`src/rtl/dmaf_pkg.sv`:
```
package dmaf_pkg;

  localparam int unsigned WORD_W = 32;
  localparam int unsigned REG_AW = 3;
  localparam int unsigned INT_N  = 3;

  localparam logic [REG_AW-1:0] RA_CTRL  = 3'd0;
  localparam logic [REG_AW-1:0] RA_STAT  = 3'd1;
  localparam logic [REG_AW-1:0] RA_BASE  = 3'd2;
  localparam logic [REG_AW-1:0] RA_WRCNT = 3'd3;
  localparam logic [REG_AW-1:0] RA_RDCNT = 3'd4;
  localparam logic [REG_AW-1:0] RA_INTST = 3'd5;
  localparam logic [REG_AW-1:0] RA_INTEN = 3'd6;

  localparam int unsigned IB_DONE = 0;
  localparam int unsigned IB_IOF  = 1;
  localparam int unsigned IB_ERR  = 2;

  localparam int unsigned CB_INIT = 0;
  localparam int unsigned CB_SUSP = 1;

  localparam logic [2:0] KIND_DATA = 3'd1;
  localparam logic [2:0] KIND_LINK = 3'd3;
  localparam int unsigned IOF_BIT  = 28;

  typedef enum logic [2:0] {
    W_IDLE,
    W_FETCH_HDR,
    W_FETCH_PTR,
    W_DECODE,
    W_MOVE
  } walk_state_t;

  // clear the offset bits below the descriptor size
  function automatic logic [WORD_W-1:0] align_desc(input logic [WORD_W-1:0] a,
                                                   input int unsigned bytes);
    return a & ~(32'(bytes) - 32'd1);
  endfunction

  // write-one-to-clear with set priority
  function automatic logic [INT_N-1:0] w1c_merge(input logic [INT_N-1:0] cur,
                                                 input logic [INT_N-1:0] clr,
                                                 input logic [INT_N-1:0] set);
    return (cur & ~clr) | set;
  endfunction

endpackage

```
`src/rtl/dmaf_regs.sv`:
```
module dmaf_regs
  import dmaf_pkg::*;
#(
  parameter int unsigned ADDR_W     = 32,
  parameter int unsigned CNT_W      = 32,
  parameter int unsigned DESC_BYTES = 8
) (
  input  logic              clk,
  input  logic              rst_n,
  input  logic              reg_we,
  input  logic [REG_AW-1:0] reg_addr,
  input  logic [WORD_W-1:0] reg_wdata,
  output logic [WORD_W-1:0] reg_rdata,
  input  logic              run,
  input  logic              aborted,
  input  logic              held,
  input  logic [CNT_W-1:0]  rd_cnt,
  input  logic              ev_done,
  input  logic              ev_iof,
  input  logic              ev_err,
  output logic              init_req,
  output logic              susp_req,
  output logic              doorbell,
  output logic              base_load,
  output logic [ADDR_W-1:0] base_val,
  output logic [CNT_W-1:0]  wr_cnt,
  output logic              irq
);

  logic [ADDR_W-1:0] base_q;
  logic [CNT_W-1:0]  wr_q;
  logic [INT_N-1:0]  int_q;
  logic [INT_N-1:0]  en_q;
  logic [INT_N-1:0]  int_set;
  logic [INT_N-1:0]  int_clr;
  logic [WORD_W-1:0] aligned_w;

  assign aligned_w = align_desc(reg_wdata, DESC_BYTES);

  assign init_req  = reg_we && (reg_addr == RA_CTRL) && reg_wdata[CB_INIT];
  assign susp_req  = reg_we && (reg_addr == RA_CTRL) && reg_wdata[CB_SUSP] && !reg_wdata[CB_INIT];
  assign doorbell  = reg_we && (reg_addr == RA_WRCNT);
  assign base_load = reg_we && (reg_addr == RA_BASE) && !run;
  assign base_val  = aligned_w[ADDR_W-1:0];
  assign wr_cnt    = wr_q;

  always_comb begin
    int_set          = '0;
    int_set[IB_DONE] = ev_done;
    int_set[IB_IOF]  = ev_iof;
    int_set[IB_ERR]  = ev_err;
    int_clr          = (reg_we && (reg_addr == RA_INTST)) ? reg_wdata[INT_N-1:0] : '0;
  end

  always_ff @(posedge clk) begin
    if (!rst_n) begin
      base_q <= '0;
      wr_q   <= '0;
      int_q  <= '0;
      en_q   <= '0;
    end else begin
      if (init_req) begin
        base_q <= '0;
        wr_q   <= '0;
      end else begin
        if (base_load) base_q <= base_val;
        if (doorbell)  wr_q   <= reg_wdata[CNT_W-1:0];
      end
      int_q <= w1c_merge(int_q, int_clr, int_set);
      if (reg_we && (reg_addr == RA_INTEN)) en_q <= reg_wdata[INT_N-1:0];
    end
  end

  assign irq = |(int_q & en_q);

  always_comb begin
    reg_rdata = '0;
    unique case (reg_addr)
      RA_STAT:  reg_rdata = {29'd0, held, aborted, run};
      RA_BASE:  reg_rdata = WORD_W'(base_q);
      RA_WRCNT: reg_rdata = WORD_W'(wr_q);
      RA_RDCNT: reg_rdata = WORD_W'(rd_cnt);
      RA_INTST: reg_rdata = WORD_W'(int_q);
      RA_INTEN: reg_rdata = WORD_W'(en_q);
      default:  reg_rdata = '0;
    endcase
  end

endmodule

```
`src/rtl/dmaf_walker.sv`:
```
module dmaf_walker
  import dmaf_pkg::*;
#(
  parameter int unsigned ADDR_W     = 32,
  parameter int unsigned CNT_W      = 32,
  parameter int unsigned DESC_BYTES = 8
) (
  input  logic              clk,
  input  logic              rst_n,
  input  logic              init_req,
  input  logic              susp_req,
  input  logic              doorbell,
  input  logic              base_load,
  input  logic [ADDR_W-1:0] base_val,
  input  logic [CNT_W-1:0]  wr_cnt,
  output logic              mem_req,
  output logic [ADDR_W-1:0] mem_addr,
  input  logic              mem_ack,
  input  logic [WORD_W-1:0] mem_rdata,
  output logic              mv_valid,
  output logic [WORD_W-1:0] mv_hdr,
  output logic [WORD_W-1:0] mv_buf,
  input  logic              mv_done,
  input  logic              mv_err,
  output logic              run,
  output logic              aborted,
  output logic              held,
  output logic [CNT_W-1:0]  rd_cnt,
  output logic              ev_done,
  output logic              ev_iof,
  output logic              ev_err
);

  localparam logic [ADDR_W-1:0] WORD_BYTES = ADDR_W'(WORD_W / 8);
  localparam logic [ADDR_W-1:0] DESC_STEP  = ADDR_W'(DESC_BYTES);

  function automatic logic [CNT_W-1:0] bump(input logic [CNT_W-1:0] c);
    return c + CNT_W'(1);
  endfunction

  walk_state_t       state;
  logic [ADDR_W-1:0] ptr;
  logic [WORD_W-1:0] hdr_q;
  logic [WORD_W-1:0] buf_q;
  logic [CNT_W-1:0]  rd_q;
  logic              abort_q;
  logic              hold_q;

  logic [2:0]        kind;
  logic              dec_link, dec_bad, fin_ok, fin_bad;
  logic              complete, drained, stop;
  logic [CNT_W-1:0]  rd_next;
  logic [WORD_W-1:0] link_target;

  assign kind        = hdr_q[31:29];
  assign dec_link    = (state == W_DECODE) && (kind == KIND_LINK);
  assign dec_bad     = (state == W_DECODE) && (kind != KIND_LINK) && (kind != KIND_DATA);
  assign fin_bad     = (state == W_MOVE) && mv_err;
  assign fin_ok      = (state == W_MOVE) && mv_done && !mv_err;
  assign complete    = dec_link || fin_ok;
  assign rd_next     = bump(rd_q);
  assign drained     = (rd_next == wr_cnt);
  assign stop        = drained || hold_q || susp_req;
  assign link_target = align_desc(buf_q, DESC_BYTES);

  assign ev_done = complete && drained;
  assign ev_iof  = fin_ok && hdr_q[IOF_BIT];
  assign ev_err  = dec_bad || fin_bad;

  assign mem_req  = (state == W_FETCH_HDR) || (state == W_FETCH_PTR);
  assign mem_addr = ptr + ((state == W_FETCH_PTR) ? WORD_BYTES : '0);
  assign mv_valid = (state == W_MOVE);
  assign mv_hdr   = hdr_q;
  assign mv_buf   = buf_q;
  assign run      = (state != W_IDLE);
  assign aborted  = abort_q;
  assign held     = hold_q;
  assign rd_cnt   = rd_q;

  always_ff @(posedge clk) begin
    if (!rst_n || init_req) begin
      state   <= W_IDLE;
      ptr     <= '0;
      hdr_q   <= '0;
      buf_q   <= '0;
      rd_q    <= '0;
      abort_q <= 1'b0;
      hold_q  <= 1'b0;
    end else begin
      if (susp_req)      hold_q <= 1'b1;
      else if (doorbell) hold_q <= 1'b0;
      unique case (state)
        W_IDLE: begin
          if (base_load) ptr <= base_val;
          if (!abort_q && !hold_q && (rd_q != wr_cnt)) state <= W_FETCH_HDR;
        end
        W_FETCH_HDR: begin
          if (mem_ack) begin
            hdr_q <= mem_rdata;
            state <= W_FETCH_PTR;
          end
        end
        W_FETCH_PTR: begin
          if (mem_ack) begin
            buf_q <= mem_rdata;
            state <= W_DECODE;
          end
        end
        W_DECODE: begin
          if (dec_link) begin
            ptr   <= link_target[ADDR_W-1:0];
            rd_q  <= rd_next;
            state <= stop ? W_IDLE : W_FETCH_HDR;
          end else if (dec_bad) begin
            abort_q <= 1'b1;
            state   <= W_IDLE;
          end else begin
            state <= W_MOVE;
          end
        end
        W_MOVE: begin
          if (fin_bad) begin
            abort_q <= 1'b1;
            state   <= W_IDLE;
          end else if (fin_ok) begin
            ptr   <= ptr + DESC_STEP;
            rd_q  <= rd_next;
            state <= stop ? W_IDLE : W_FETCH_HDR;
          end
        end
        default: state <= W_IDLE;
      endcase
    end
  end

endmodule

```
`src/rtl/desc_ring_fetch.sv`:
```
module desc_ring_fetch
  import dmaf_pkg::*;
#(
  parameter int unsigned ADDR_W     = 32,
  parameter int unsigned CNT_W      = 32,
  parameter int unsigned DESC_BYTES = 8
) (
  input  logic              clk,
  input  logic              rst_n,
  input  logic              reg_we,
  input  logic [2:0]        reg_addr,
  input  logic [31:0]       reg_wdata,
  output logic [31:0]       reg_rdata,
  output logic              mem_req,
  output logic [ADDR_W-1:0] mem_addr,
  input  logic              mem_ack,
  input  logic [31:0]       mem_rdata,
  output logic              mv_valid,
  output logic [31:0]       mv_hdr,
  output logic [31:0]       mv_buf,
  input  logic              mv_done,
  input  logic              mv_err,
  output logic              irq
);

  logic              init_req, susp_req, doorbell, base_load;
  logic [ADDR_W-1:0] base_val;
  logic [CNT_W-1:0]  wr_cnt;
  logic [CNT_W-1:0]  rd_cnt;
  logic              run, aborted, held;
  logic              ev_done, ev_iof, ev_err;

  dmaf_regs #(.ADDR_W(ADDR_W), .CNT_W(CNT_W), .DESC_BYTES(DESC_BYTES)) u_regs (
    .clk       (clk),
    .rst_n     (rst_n),
    .reg_we    (reg_we),
    .reg_addr  (reg_addr),
    .reg_wdata (reg_wdata),
    .reg_rdata (reg_rdata),
    .run       (run),
    .aborted   (aborted),
    .held      (held),
    .rd_cnt    (rd_cnt),
    .ev_done   (ev_done),
    .ev_iof    (ev_iof),
    .ev_err    (ev_err),
    .init_req  (init_req),
    .susp_req  (susp_req),
    .doorbell  (doorbell),
    .base_load (base_load),
    .base_val  (base_val),
    .wr_cnt    (wr_cnt),
    .irq       (irq)
  );

  dmaf_walker #(.ADDR_W(ADDR_W), .CNT_W(CNT_W), .DESC_BYTES(DESC_BYTES)) u_walk (
    .clk       (clk),
    .rst_n     (rst_n),
    .init_req  (init_req),
    .susp_req  (susp_req),
    .doorbell  (doorbell),
    .base_load (base_load),
    .base_val  (base_val),
    .wr_cnt    (wr_cnt),
    .mem_req   (mem_req),
    .mem_addr  (mem_addr),
    .mem_ack   (mem_ack),
    .mem_rdata (mem_rdata),
    .mv_valid  (mv_valid),
    .mv_hdr    (mv_hdr),
    .mv_buf    (mv_buf),
    .mv_done   (mv_done),
    .mv_err    (mv_err),
    .run       (run),
    .aborted   (aborted),
    .held      (held),
    .rd_cnt    (rd_cnt),
    .ev_done   (ev_done),
    .ev_iof    (ev_iof),
    .ev_err    (ev_err)
  );

endmodule

```
`config.mk`:
```
export PLATFORM = sky130hd
export DESIGN_NAME = desc_ring_fetch
export DESIGN_NICKNAME = d
export VERILOG_FILES = /design/src/rtl/dmaf_pkg.sv /design/src/rtl/dmaf_regs.sv /design/src/rtl/dmaf_walker.sv /design/src/rtl/desc_ring_fetch.sv
export SDC_FILE = /design/constraint.sdc
export NUM_CORES = 1
export LEC_CHECK = 0
export ABC_CLOCK_PERIOD_IN_PS = 2700
export CAP_MARGIN = 20
export CORE_UTILIZATION = 40
export DETAILED_ROUTE_END_ITERATION = 10
export PLACE_DENSITY = 0.72
export SLEW_MARGIN = 5
export SYNTH_ARGS = -nofsm -noshare
export SYNTH_HDL_FRONTEND = slang
export SYNTH_HIERARCHICAL = 1
export SYNTH_SLANG_ARGS = --single-unit
```
`constraint.sdc`:
```
create_clock -name clk -period 2.7 [get_ports clk]
set_clock_uncertainty 0.05 [all_clocks]
set_input_delay 0.405 -clock clk [delete_from_list [all_inputs] [get_ports clk]]
set_output_delay 0.405 -clock clk [all_outputs]
set_load 0.02 [all_outputs]
```
* Word-level counts from Yosys, hierarchy flattened
Cells that the tools add are included.
Storage, ports and cells: register bits 200, word-level logic and storage cells 117, bits of input ports 73
Operators by class: equal/unequal tests 26, multiplexer cells 27, bitwise logic cells 5, $add $sub $neg 3, reductions and logical operators 45
Operators by type and width (count):
- $mux 32 | 7
- $pmux 32 s6 | 1
- $pmux 32 s3 | 1
- $pmux 32 s2 | 1
- $add 32x1->32 const B | 1
- $add 32x32->32 | 1
- $add 32x4->32 const B | 1
- $eq 32x32->1 | 1
- $ne 32x32->1 | 1
- $mux 3 | 9
- $logic_and 1x1->1 | 19
- $eq 3x2->1 const B | 5
- $pmux 3 s5 | 1
- $eq 3x3->1 const B | 4
- $reduce_and 4->1 | 3
- $ne 2x1->1 const B | 5
- $ne 2x2->1 const B | 5
- $and 3x3->3 | 2
- $eq 3x1->1 const B | 2
- $logic_not 1->1 | 6
- $logic_not 3->1 | 2
- $logic_or 1x1->1 | 6
- $mux 1 | 6
- $ne 3x1->1 const B | 2
- other kinds (11) | 14

* Depth between registers and ports, before layout
depth in word-level cells 9, depth in mapped cells 14, depth with buffers taken out 10

* Hierarchy
Netlist, hierarchy kept.
Modules (own cells, without submodules):
- dmaf_walker | cells an instance 1015, instances 1, sequential area each 2662.6 um^2, area an instance 7420.9 um^2
- dmaf_regs | cells an instance 451, instances 1, sequential area each 1341.3 um^2, area an instance 3529.6 um^2

* Worst setup path before layout
No wires, ideal clock.
path type register -> output, start reg u_walk.state[1], end out mem_addr[26], arrival time 2.812 ns, setup slack -0.567 ns, buffers on the path 1, stages on the path, launching flop included 12, cell sequence dfxtp_1 clkbuf_1 nor3b_1 ha_1 ha_1 and3_1 and3_1 nand3_1 nor2_1 nand4_1 nor2_1 xor2_1
On the way: cells in the longest elaborated chain, start to end 3
Ends and longest elaborated chain:
- from (decl) | line dmaf_walker.sv:41 | walk_state_t state;
- from (signal assigned) | line dmaf_walker.sv:113 | state <= stop ? W_IDLE : W_FETCH_HDR;
- from (signal assigned) | line dmaf_walker.sv:128 | state <= stop ? W_IDLE : W_FETCH_HDR;
- $eq 3x2->1 | line dmaf_walker.sv:71 | assign mem_addr = ptr + ((state == W_FETCH_PTR) ? WORD_BYTES : '0);
- $mux 3 | line dmaf_walker.sv:71
- $add 32x32->32 | line dmaf_walker.sv:71
- to (decl) | line desc_ring_fetch.sv:15 | output logic [ADDR_W-1:0] mem_addr,
Every way passes these cells.

* Worst setup path in the final report
start reg u_walk.state[2], end out mem_addr[24]
Same word-level chain as after synthesis.

==> results.json <==
{
  "drt_iter0_drc": 1127,
  "synth_cell_types": 65,
  "clkSinkCount": 200,
  "gp_congestion": 0.954,
  "die_h_um": 167,
  "path_delay_family": "simple AND/OR/NAND/NOR gates",
  "hold_viol": 0,
  "routed_wl_mm": 39.0,
  "num_rows": 60,
  "drive_gt1_share_pct": 15.2,
  "insertion_delay_ps": 440,
  "drc_errors": 0,
  "r2r-start": "u_walk/state[2]",
  "start_util_pct": 40.7,
  "violations": "negative setup slack",
  "gr-usage-all-layers_pct": 27.5,
  "cts_hold_buf": 0,
  "postRouteAntennaNets": 0,
  "fp.coreArea_sq_mm": 0.0269,
  "grt_overflow": 0,
  "hold_start": "u_walk/mv_hdr[6]",
  "antenna_found_initial": 1,
  "final_max_slew_viol_count": 0,
  "critPathRequiredTime_ps": 2250,
  "wl_per_cell_um": 19.1,
  "slew_headroom_pct": 50.5,
  "worstSetupPathType": "reg -> out",
  "dieArea_sq_mm": 0.0280,
  "critPathSlowestCell": "dfxtp_2",
  "cts_max_path_buffers": 2,
  "fin_crit_ps": 3020,
  "cp.arrival_ps": 2570,
  "dr.pass1.iters": 7,
  "p_per_area_mw_per_mm2": 467,
  "synth_most_common_cell": "nand2_1",
  "tightest_slew_ps": 742,
  "vias_per_cell": 5.65,
  "layout_setup_ws_ps": -321,
  "grt_start_max_net_pins": 62,
  "fmax_ghz": 0.331,
  "grt_pass1_vias": 11100,
  "final-setup-viol-count": 13,
  "cp_num_buf_inv": 2,
  "rsz0062_at_grt": "yes",
  "end_kind": "output pin",
  "grt_pass1_wl_mm": 61.2,
  "cts.clk_slew.worst_paths_ps": 70,
  "cts_buffers": 17,
  "worstPathCellList": "nor3b_4 > ha_4 > ha_4 > and3_4 > and3_4 > nand3_4 > nor2_4 > nand4_1 > buf_6 > nor2_4 > xor2_2 > buf_6",
  "ys_top_cells_by_count": "294 x nand2_1, 200 x dfxtp_1, 177 x a21oi_1",
  "power.leakage_uw": 0.00562,
  "hp-class": "reg -> reg",
  "nets": 1767,
  "status": "finished with violations",
  "vias": 11600,
  "synthToLayoutAreaGrowth_pct": 34.2,
  "crit_fanout": 5,
  "yosys.area.top_type_share_pct": 36.6,
  "async_flop_share_pct": 0,
  "htree_levels": 4,
  "synth_warnings": 6,
  "ir_drop_v": 0.000381,
  "slowest_delay_ps": 330,
  "period_share_pct": 112,
  "syn_area_sq_mm": 0.0110,
  "synth_area_per_cell_sq_um": 7.47,
  "critPathLaunch": "u_walk/state[2]",
  "tritoncts": "built",
  "io_pins": 204,
  "synth.area.top_cells": "dfxtp_1 37%, nand2_1 10%, a21oi_1 8.1%",
  "synth_flop_cell": "dfxtp_1",
  "yosys_register_bits": 200,
  "dp_slack_ps": -468,
  "port_buffers": 203,
  "synth-edff-count": 0,
  "dpl.hpwl_mm": 28.8,
  "cts_root_buf": "clkbuf_16",
  "tns_ps": -2930,
  "synth_seq_area_share_pct": 36.6,
  "yosys.area.top_type": "dfxtp_1",
  "die_w_um": 167,
  "maxCapViolCount": 0,
  "synth_cells": 1466,
  "start_kind": "register"
}
flip-flops by register name, indices dropped and copies added, names as in the netlist:
| name | flops |
|---|---|
| u_walk/held | 1 |
| u_regs/en_q | 3 |
| u_walk/mv_buf | 32 |
| u_walk/ptr | 32 |
| u_walk/aborted | 1 |
| u_walk/rd_cnt | 32 |
| u_regs/wr_cnt | 32 |
| u_regs/int_q | 3 |
| u_walk/mv_hdr | 32 |
| u_regs/base_q | 29 |
| u_walk/state | 3 |
through the flow:
stage	util, %	cells	hold WS, ps	total power (uW)	area, sq um
2_1_floorplan	-	1468	400	3760	11100
3_3_place_gp	51.9	2004	391	4220	13900
3_5_place_dp	51.9	2004	397	4230	13900
4_1_cts	54.1	2038	408	6860	14600
5_1_grt	54.7	2044	431	7070	14700
6_report	54.7	2045	406	6860	14700
cell families after synthesis:
kind of cell	count (synthesis)	synth area share, %
compound gates	366	19.1
xor+xnor	96	7.68
fa+ha+maj	4	0.457
buf+inv	160	7.44
flops	200	36.6
mux	36	3.29
other cells	1	0.0342
simple gates	603	25.5
power breakdown:
part           internal [uW]  switching, uW  leakage [uW]  total [uW]
combinational            458            623       0.00370        1080
sequential              3040           66.6       0.00162        3100
clock                   1440           1230      0.000292        2680
total                   4940           1920       0.00562        6860
worst reg2reg max path, stage by stage (launching register included):
cell	delay, ps
dfxtp_2	330
buf_4	170
or3_4	400
or4b_4	500
nor2_2	120
nand2_1	70
nand2_1	80
nand2_2	90
and2_4	190
buf_6	150
a21o_1	180
a21oi_2	140
nor2_1	50
repair_timing:
item	in CTS	in global routing
pin swaps	11	17
resized for setup	154	39
setup buffers	2	6
endpoints found under the setup margin	58	46
cloned	0	1
per-layer routing:
metal	share of wire, %	GRT usage [%]	up-vias
met1	44	36.0	5493
met4	2.5	9.61	0
met3	7.1	4.73	55
met2	47	45.4	523
met5	0	0	-
li1	-	-	5480
final timing paths:
kind / end / slack (ps) / cells past startpoint
max reg2reg: u_walk/ptr[9] / 80 / 12
max: mem_addr[24] / -320 / 12
min reg2reg: u_walk/mv_hdr[6] / 410 / 2
min: u_walk/mv_hdr[6] / 410 / 2
layout make-up:
cell class              instances  area, sq um
flip-flops and latches        200         4010
well taps                     341          427
repair buffers                348         3200
inverters                      15         56.3
clock buffers                  21          460
clock inverters                11          139
fillers                      2483        12200
diodes                          1         2.50
multi-input cells            1108         6390
cell usage in the layout (no fill, tap or decap), types with 9 or more instances in the layout:
cell type / synthesis / routed
nor2b_1: 9 / 9
a22oi_1: 21 / 21
or3_1: 11 / 10
buf_4: 39 / 140
nor2_1: 99 / 88
inv_1: 14 / 14
clkdlybuf4s50_1: 0 / 141
nand4_1: 26 / 26
nor3_1: 24 / 23
mux2i_1: 36 / 36
a22o_1: 10 / 10
xnor2_1: 57 / 56
dlygate4sd2_1: 0 / 31
o21ai_1: 10 / 10
buf_12: 0 / 11
nand3_1: 62 / 59
a31oi_1: 10 / 9
xor2_1: 39 / 35
dfxtp_1: 200 / 194
and3_1: 13 / 10
clkbuf_16: 0 / 18
a21oi_1: 177 / 176
o21ai_0: 95 / 95
nand2_1: 294 / 292
Note: power is estimated with default switching activity, not from simulation.
